**src/rtl/hreg_pkg.sv**
```systemverilog
package hreg_pkg;
  typedef enum logic [0:0] {
    HS_IDLE = 1'b0,
    HS_ACK  = 1'b1
  } hs_state_t;
endpackage

```
**src/rtl/hreg_handshake.sv**
```systemverilog
module hreg_handshake
  import hreg_pkg::*;
(
  input  logic clk,
  input  logic rst_n,
  input  logic cs_n,
  input  logic wr_n,
  input  logic rd_n,
  output logic wr_fire,
  output logic rd_fire,
  output logic xfer_end,
  output logic ready_n
);
  hs_state_t st;
  logic      ready_q;
  logic      op_rd;
  logic      wr_req, rd_req, release_w;

  assign wr_req    = !cs_n && !wr_n && rd_n;
  assign rd_req    = !cs_n && !rd_n && wr_n;
  assign release_w = cs_n || (op_rd ? rd_n : wr_n);

  assign wr_fire  = (st == HS_IDLE) && wr_req;
  assign rd_fire  = (st == HS_IDLE) && rd_req;
  assign xfer_end = (st == HS_ACK) && release_w;
  assign ready_n  = ready_q;

  always_ff @(posedge clk or negedge rst_n) begin
    if (!rst_n) begin
      st      <= HS_IDLE;
      ready_q <= 1'b1;
      op_rd   <= 1'b0;
    end else begin
      case (st)
        HS_IDLE: if (wr_req || rd_req) begin
          st      <= HS_ACK;
          ready_q <= 1'b0;
          op_rd   <= rd_req;
        end
        HS_ACK: if (release_w) begin
          st      <= HS_IDLE;
          ready_q <= 1'b1;
        end
        default: st <= HS_IDLE;
      endcase
    end
  end

  // a single clean request while idle is acknowledged next clock
  p_ack_next_r2: assert property (@(posedge clk) disable iff (!rst_n)
    (ready_q && !cs_n && (wr_n != rd_n)) |=> !ready_q);

  // both strobes together never produce an acknowledge
  p_no_ack_both_r6: assert property (@(posedge clk) disable iff (!rst_n)
    (ready_q && !cs_n && !wr_n && !rd_n) |=> ready_q);

  // dropping chip select ends the transfer one clock later
  p_release_r3: assert property (@(posedge clk) disable iff (!rst_n)
    (!ready_q && cs_n) |=> ready_q);
endmodule

```
**src/rtl/hreg_regfile.sv**
```systemverilog
module hreg_regfile #(
  parameter int ADDR_W    = 4,
  parameter int DATA_W    = 16,
  parameter int MODE_ADDR = 0,
  parameter int CTRL_ADDR = 1,
  parameter int STAT_ADDR = 2
) (
  input  logic              clk,
  input  logic              rst_n,
  input  logic              wr_fire,
  input  logic              rd_fire,
  input  logic              xfer_end,
  input  logic [ADDR_W-1:0] addr,
  input  logic [DATA_W-1:0] din,
  input  logic              stat_we,
  input  logic [DATA_W-1:0] stat_in,
  output logic [DATA_W-1:0] mode_q,
  output logic [DATA_W-1:0] ctrl_q,
  output logic [DATA_W-1:0] dout
);
  localparam logic [ADDR_W-1:0] A_MODE = ADDR_W'(MODE_ADDR);
  localparam logic [ADDR_W-1:0] A_CTRL = ADDR_W'(CTRL_ADDR);
  localparam logic [ADDR_W-1:0] A_STAT = ADDR_W'(STAT_ADDR);

  logic [DATA_W-1:0] stat_q;
  logic [DATA_W-1:0] rd_sel;
  logic [DATA_W-1:0] dout_q;
  logic              hit_mode, hit_ctrl, hit_stat;

  assign hit_mode = (addr == A_MODE);
  assign hit_ctrl = (addr == A_CTRL);
  assign hit_stat = (addr == A_STAT);

  always_comb begin
    rd_sel = '0;
    if (hit_mode) rd_sel = mode_q;
    if (hit_ctrl) rd_sel = ctrl_q;
    if (hit_stat) rd_sel = stat_q;
  end

  always_ff @(posedge clk or negedge rst_n) begin
    if (!rst_n) begin
      mode_q <= '0;
      ctrl_q <= '0;
    end else if (wr_fire) begin
      if (hit_mode) mode_q <= din;
      if (hit_ctrl) ctrl_q <= din;
    end
  end

  always_ff @(posedge clk or negedge rst_n) begin
    if (!rst_n)       stat_q <= '0;
    else if (stat_we) stat_q <= stat_in;
  end

  always_ff @(posedge clk or negedge rst_n) begin
    if (!rst_n)        dout_q <= '0;
    else if (rd_fire)  dout_q <= rd_sel;
    else if (xfer_end) dout_q <= '0;
  end

  assign dout = dout_q;

  // host writes never reach the status word
  p_stat_ro_r8: assert property (@(posedge clk) disable iff (!rst_n)
    (wr_fire && hit_stat && !stat_we) |=> $stable(stat_q));

  // writes outside the map leave configuration untouched
  p_unmapped_wr_r7: assert property (@(posedge clk) disable iff (!rst_n)
    (wr_fire && !hit_mode && !hit_ctrl && !hit_stat) |=> ($stable(mode_q) && $stable(ctrl_q)));
endmodule

```
**src/rtl/hreg_host_if.sv**
```systemverilog
module hreg_host_if #(
  parameter int ADDR_W    = 4,
  parameter int DATA_W    = 16,
  parameter int MODE_ADDR = 0,
  parameter int CTRL_ADDR = 1,
  parameter int STAT_ADDR = 2
) (
  input  logic              clk,
  input  logic              rst_n,
  input  logic              host_cs_n,
  input  logic              host_wr_n,
  input  logic              host_rd_n,
  input  logic [ADDR_W-1:0] host_addr,
  input  logic [DATA_W-1:0] host_din,
  output logic [DATA_W-1:0] host_dout,
  output logic              host_ready_n,
  input  logic              rx_stat_we,
  input  logic [DATA_W-1:0] rx_stat_in,
  output logic [DATA_W-1:0] mode_o,
  output logic [DATA_W-1:0] ctrl_o,
  output logic              rx_en_o
);
  logic wr_fire, rd_fire, xfer_end;

  hreg_handshake u_hs (
    .clk      (clk),
    .rst_n    (rst_n),
    .cs_n     (host_cs_n),
    .wr_n     (host_wr_n),
    .rd_n     (host_rd_n),
    .wr_fire  (wr_fire),
    .rd_fire  (rd_fire),
    .xfer_end (xfer_end),
    .ready_n  (host_ready_n)
  );

  hreg_regfile #(
    .ADDR_W    (ADDR_W),
    .DATA_W    (DATA_W),
    .MODE_ADDR (MODE_ADDR),
    .CTRL_ADDR (CTRL_ADDR),
    .STAT_ADDR (STAT_ADDR)
  ) u_rf (
    .clk      (clk),
    .rst_n    (rst_n),
    .wr_fire  (wr_fire),
    .rd_fire  (rd_fire),
    .xfer_end (xfer_end),
    .addr     (host_addr),
    .din      (host_din),
    .stat_we  (rx_stat_we),
    .stat_in  (rx_stat_in),
    .mode_q   (mode_o),
    .ctrl_q   (ctrl_o),
    .dout     (host_dout)
  );

  assign rx_en_o = ctrl_o[0];

  // read data is zero whenever no acknowledge is shown
  p_dout_idle_r5: assert property (@(posedge clk) disable iff (!rst_n)
    host_ready_n |-> (host_dout == '0));

  // receiver enable follows control bit 0
  p_rx_en_r9: assert property (@(posedge clk) disable iff (!rst_n)
    rx_en_o == ctrl_o[0]);
endmodule

```
**config.mk**
```make
export PLATFORM = sky130hd
export DESIGN_NAME = hreg_host_if
export DESIGN_NICKNAME = d
export VERILOG_FILES = /design/src/rtl/hreg_pkg.sv /design/src/rtl/hreg_handshake.sv /design/src/rtl/hreg_regfile.sv /design/src/rtl/hreg_host_if.sv
export SDC_FILE = /design/constraint.sdc
export NUM_CORES = 1
export LEC_CHECK = 0
export ABC_CLOCK_PERIOD_IN_PS = 1400
export BUFFER_PORTS_ARGS = -buffer_cell sky130_fd_sc_hd__buf_2
export CORE_MARGIN = 4
export CORE_UTILIZATION = 25
export DETAILED_ROUTE_END_ITERATION = 12
export PLACE_DENSITY = 0.51
export SYNTH_ARGS = -nofsm -noshare
export SYNTH_HDL_FRONTEND = slang
export SYNTH_SLANG_ARGS = --single-unit
```
**constraint.sdc**
```tcl
create_clock -name clk -period 1.4 [get_ports clk]
set_input_delay 0.14 -clock clk [delete_from_list [all_inputs] [get_ports clk]]
set_output_delay 0.14 -clock clk [all_outputs]
set_load 0.02 [all_outputs]
```
==> qor.yml, run 1 <==
ys_ff_latch: 67
die_area_um2: 14200
required_ps: 1610
crit_fanout: 14
synth.largest_area_cell: "dfrtp_1"
netlist.area_leader.share_pct: 53.4
fillers: 1195
synthesis.nets: 282
syn_avg_cell_area_um2: 12.9
fmax_ghz: 0.693
worstPathArrival_ps: 1650
ios: 92
synth-edff-count: 0
setup_viol_count_final: 24
setup_ws_ps: -43.2
synth.distinct_cells: 31
drive_gt1_share_pct: 51.7
clock_path_buffers: 2
hpwl_um: 6130
outcome: "finished with violations"
htreeDepth: 3
drt_pass1_iterations: 4
synth-main-ff-cell: "dfrtp_1"
pwr_density_cell_nw_per_um2: 1240
syn_to_final_growth_pct: 34.4
n_antenna_cell: 0
synth.area.top_cells: "dfrtp_1 (53%), mux2_2 (10%), mux2_4 (9.7%)"
syn_inst: 240
worstSetupStartpointType: "flip-flop"
setup.worst_path.end_class: "flip-flop"
setup_tns_ps: -560
cp-startpoint: "u_hs.st"
via_per_inst: 4.29
register_area_um2: 1680
drc: 0
ant_nets: 0
clkLatencyLatePin_ps: 330
path_clk_slew_ps: 60
grt_pass1_vias: 2337
root_buffer: "clkbuf_16"
core-area_um2: 12100
cts_tree: "built"
nets: 387
violations: "negative setup slack"
async_flop_share_pct: 100
multi_input_area_um2: 1290
cts_buffers: 9
hold_violations: 0
worst_pin_slew_ps: 362
avgRoutedWirePerCell_um: 15.9
cts.sinks: 67
regToRegEndpoint: "u_rf.mode_q[6]"
fp.dieW_um: 119
rsz0062_at_grt: "yes"
relSlewSlack_pct: 75.6
gp_congestion: 0.762
routed_wl_um: 8240
antenna_found_initial: 0
critPathCapture: "u_rf.mode_q[6]"
initial_core_util_pct: 25.6
syn_area_um2: 3090
fin_crit_sh_pct: 103
drv_slew: 0
grtUsageTotal_pct: 11.8
yosys_warnings: 0
ys_seq_area_share_pct: 54.3
fp.dieH_um: 119
grt-ovfl-total: 0
grt_first_pass_wirelength_um: 13100
reg2reg_slack_ps: -40
hp-class: "in2reg"
grt_max_degree: 68
io_buffer_count: 91
cap_violations: 0
rows: 40
p_leak_nw: 2.08
post-place-ws_ps: -133
drt-initial-drc-count: 152
vias: 2220
r2r-start: "u_hs.st"
critical_path_class: "reg2reg"
peakVddDrop_v: 0.000511
reg2regPathDepth: 4
skew_ps: 3.80
post-route-min-period_ps: 1440
## Yosys cell counts, types with 2 or more instances
cell and instances:
a21oi_1 2, a32o_1 16, buf_2 5, buf_4 5
buf_6 3, clkbuf_1 3, dfrtp_1 66, inv_1 3
mux2_2 28, mux2_4 20, nand2_1 16, nand2b_1 15
nand4_4 2, nor2_1 21, o21ai_0 16, o22a_1 2
o22ai_1 3
## layout make-up
class                   count  area share, %
repair buffers            112           16.6
clock inverters             7           1.08
clock buffers               9           5.42
well taps                 168           5.06
inverters                   3          0.271
flip-flops and latches     67           40.4
multi-input cells         152           31.1
## power by group
group | switching, mW | internal [mW]
clock | 0.846 | 1.19
combinational | 0.469 | 0.409
sequential | 0.132 | 2.12
## how the worst min path moves through the flow
| stage | startpoint | endpoint | cells after the start |
|---|---|---|---|
| 2_1_floorplan | rst_n | u_hs.op_rd | 0 |
| 3_3_place_gp | rst_n | u_rf.mode_q[9] | 2 |
| 3_5_place_dp | rst_n | u_rf.mode_q[9] | 2 |
| 4_1_cts | rx_stat_in[7] | u_rf.stat_q[7] | 2 |
| 5_1_grt | rx_stat_in[10] | u_rf.stat_q[10] | 2 |
| 6_report | rx_stat_in[5] | u_rf.stat_q[5] | 2 |
## state kept, by name, indices dropped and copies added, names as in the netlist
register / count
u_rf.stat_q: 16
u_rf.ctrl_q: 16
u_hs.st: 1
u_rf.mode_q: 16
u_hs.op_rd: 1
u_hs.ready_n: 1
u_rf.dout: 16
## placed cells by master, fill, tap and decap left out, drive strengths merged
| cell | count |
|---|---|
| buf | 111 |
| dfrtp | 66 |
| mux2 | 48 |
| nor2 | 21 |
| nand2 | 16 |
| o21ai | 16 |
| a32o | 16 |
| nand2b | 15 |
| clkbuf | 9 |
| clkinv | 6 |
| o22ai | 4 |
| inv | 3 |
| a21oi | 2 |
| nand4 | 2 |
| o22a | 2 |
| nor3 | 2 |
| and3 | 1 |
| nor4 | 1 |
| nor2b | 1 |
| nor4b | 1 |
| and4 | 1 |
| a21boi | 1 |
| or2b | 1 |
| a22oi | 1 |
| clkinvlp | 1 |
| dlygate4sd3 | 1 |
| dfstp | 1 |
## layer usage
layer	routed length (um)	track usage [%]	vias to the layer above
met5	0	0	-
met1	3660	14.9	1104
met2	4090	19.2	37
met4	173	6.08	0
li1	-	-	1067
met3	312	2.47	12
## per-stage QoR
stage | area (um^2) | std cells | total power [mW] | utilization [%] | hold WS (ps)
final | 4150 | 518 | 5.16 | 34.4 | 43.3
after global routing | 4150 | 518 | 5.40 | 34.4 | 34.1
after CTS | 4130 | 516 | 5.22 | 34.2 | 26.9
after detailed placement | 3840 | 499 | 3.15 | 31.8 | 204
after global placement | 3840 | 499 | 3.13 | 31.8 | 192
after floorplan | 3100 | 240 | 2.78 | - | -156
## critical path, stage by stage (launching register included)
cell	delay [ps]
dfrtp_1	410
nor3_4	250
nand4_4	170
buf_12	190
mux2_4	300
## cells by family after synthesis
| group | count (synthesis) | share of synthesized area, % |
|---|---|---|
| AOI/OAI and AO/OA | 42 | 10.2 |
| buffers and inverters | 21 | 4.13 |
| DFF | 67 | 54.3 |
| muxes | 48 | 19.9 |
| and+or+nand+nor | 62 | 11.5 |
## repair_timing
item | 4_1_cts | 5_1_grt
resized for setup | 1 | 0
setup buffers | 0 | 2
hold endpoints to repair | 66 | 0
hold buffers | 1 | 0
gates cloned | 0 | 0
endpoints found under the setup margin | 42 | 48
pin swaps | 1 | 1
Power figures use the tool's default switching activity.
==> run 2: changes to the inputs <==
CORE_MARGIN = 10   (was 4)
CORE_UTILIZATION = 40   (was 25)
PLACE_DENSITY = 0.72   (was 0.51)
==> qor.yml, run 2 (synthesis gave the netlist of run 1 again) <==
outcome: "finished with violations"
violations: "negative setup slack"
cts_tree: "built"
drt_pass1_iterations: 4
fmax_ghz: 0.678
routed_wl_um: 8090
grt_pass1_vias: 2487
relSlewSlack_pct: 68.8
rsz0062_at_grt: "yes"
drv_slew: 0
setup.worst_path.end_class: "flip-flop"
cts_buffers: 9
grt-ovfl-total: 0
fin_crit_sh_pct: 105
hold_violations: 0
post-route-min-period_ps: 1470
syn_to_final_growth_pct: 30.4
core-area_um2: 7370
stdcell_count: 450
vias: 2255
total_power_mw: 4.75
hpwl_um: 6310
required_ps: 1630
fp.dieH_um: 108
skew_ps: 10.9
ios: 92
peakVddDrop_v: 0.000507
setup_viol_count_final: 30
grtUsageTotal_pct: 14.4
grt_max_degree: 30
crit_fanout: 12
drt-initial-drc-count: 137
avgRoutedWirePerCell_um: 18.0
worst_pin_slew_ps: 468
pwr_density_cell_nw_per_um2: 1180
setup_ws_ps: -74.5
nets: 388
n_antenna_cell: 0
clkLatencyLatePin_ps: 350
gp_congestion: 0.782
clock_path_buffers: 2
cap_violations: 0
htreeDepth: 3
ant_nets: 0
worstSetupStartpointType: "flip-flop"
io_buffer_count: 91
p_leak_nw: 2.06
drc: 0
rows: 31
final_util_pct: 54.7
critical_path_class: "reg2reg"
drive_gt1_share_pct: 52.1
timing.hold.ws_ps: 18.4
final_cell_mix: "buf_2 (91), dfrtp_1 (66), mux2_2 (28)"
path_clk_slew_ps: 80
antenna_found_initial: 0
fp.dieW_um: 108
mostFrequentLayoutCell: "buf_2"
grt_first_pass_wirelength_um: 13000
root_buffer: "clkbuf_8"
worstPathArrival_ps: 1700
via_per_inst: 5.01
cts.sinks: 67
post-place-ws_ps: -159
initial_core_util_pct: 41.9
die_area_um2: 11600
hp-class: "in2reg"
dp_cells: 431
==> run 2: metal layers <==
layer | up-vias | GRT usage [%] | wire length [um]
li1 | 1073 | - | -
met1 | 1111 | 15.5 | 3200
met2 | 58 | 24.6 | 4170
met3 | 13 | 4.79 | 540
met4 | 0 | 7.25 | 182
met5 | - | 0 | 0
==> run 2: area by class of cell <==
cell class	instances	area [um^2]
fill	656	3340
sequential	67	1680
multi-input combinational	152	1290
timing repair buffer	113	718
clock buffer	10	138
tap	99	124
clock inverter	6	65.1
inverter	3	11.3
==> run 2: timing repair <==
action	in CTS	in global routing
setup buffers	2	0
pin swaps	1	3
gates resized for setup	2	2
hold endpoints to repair	18	0
hold buffers	1	0
endpoints found under the setup margin	48	48
==> run 2: stage by stage <==
stage	cell area [um^2]	setup TNS (ps)
after global routing	4030	-2410
after floorplan	3100	-1830
after detailed placement	3770	-3190
after global placement	3770	-2070
after CTS	4020	-1370
final	4030	-1470
==> run 2: worst paths after layout <==
path	cells past startpoint	start	slack (ps)	to
hold reg to reg	1	u_rf.dout[14]	500	u_rf.dout[14]
min in group asynchronous	2	rst_n	280	u_rf.stat_q[7]
hold / removal	2	rx_stat_in[5]	20	u_rf.stat_q[5]
setup reg to reg	4	u_hs.st	-70	u_rf.mode_q[3]
max in group asynchronous	3	rst_n	570	u_hs.ready_n
setup / recovery	4	u_hs.st	-70	u_rf.mode_q[3]
==> run 2: power breakdown <==
| part | total (mW) | switching [mW] | internal (mW) |
|---|---|---|---|
| Clock | 1.63 | 0.755 | 0.870 |
| Sequential | 2.24 | 0.130 | 2.11 |
| Combinational | 0.887 | 0.473 | 0.414 |
| Total | 4.75 | 1.36 | 3.40 |
==> run 2: critical path, stage by stage, from the launching register on <==
cell and delay [ps]:
dfrtp_1 440, nor3_4 270, nand4_4 170, buf_12 190, mux2_4 290
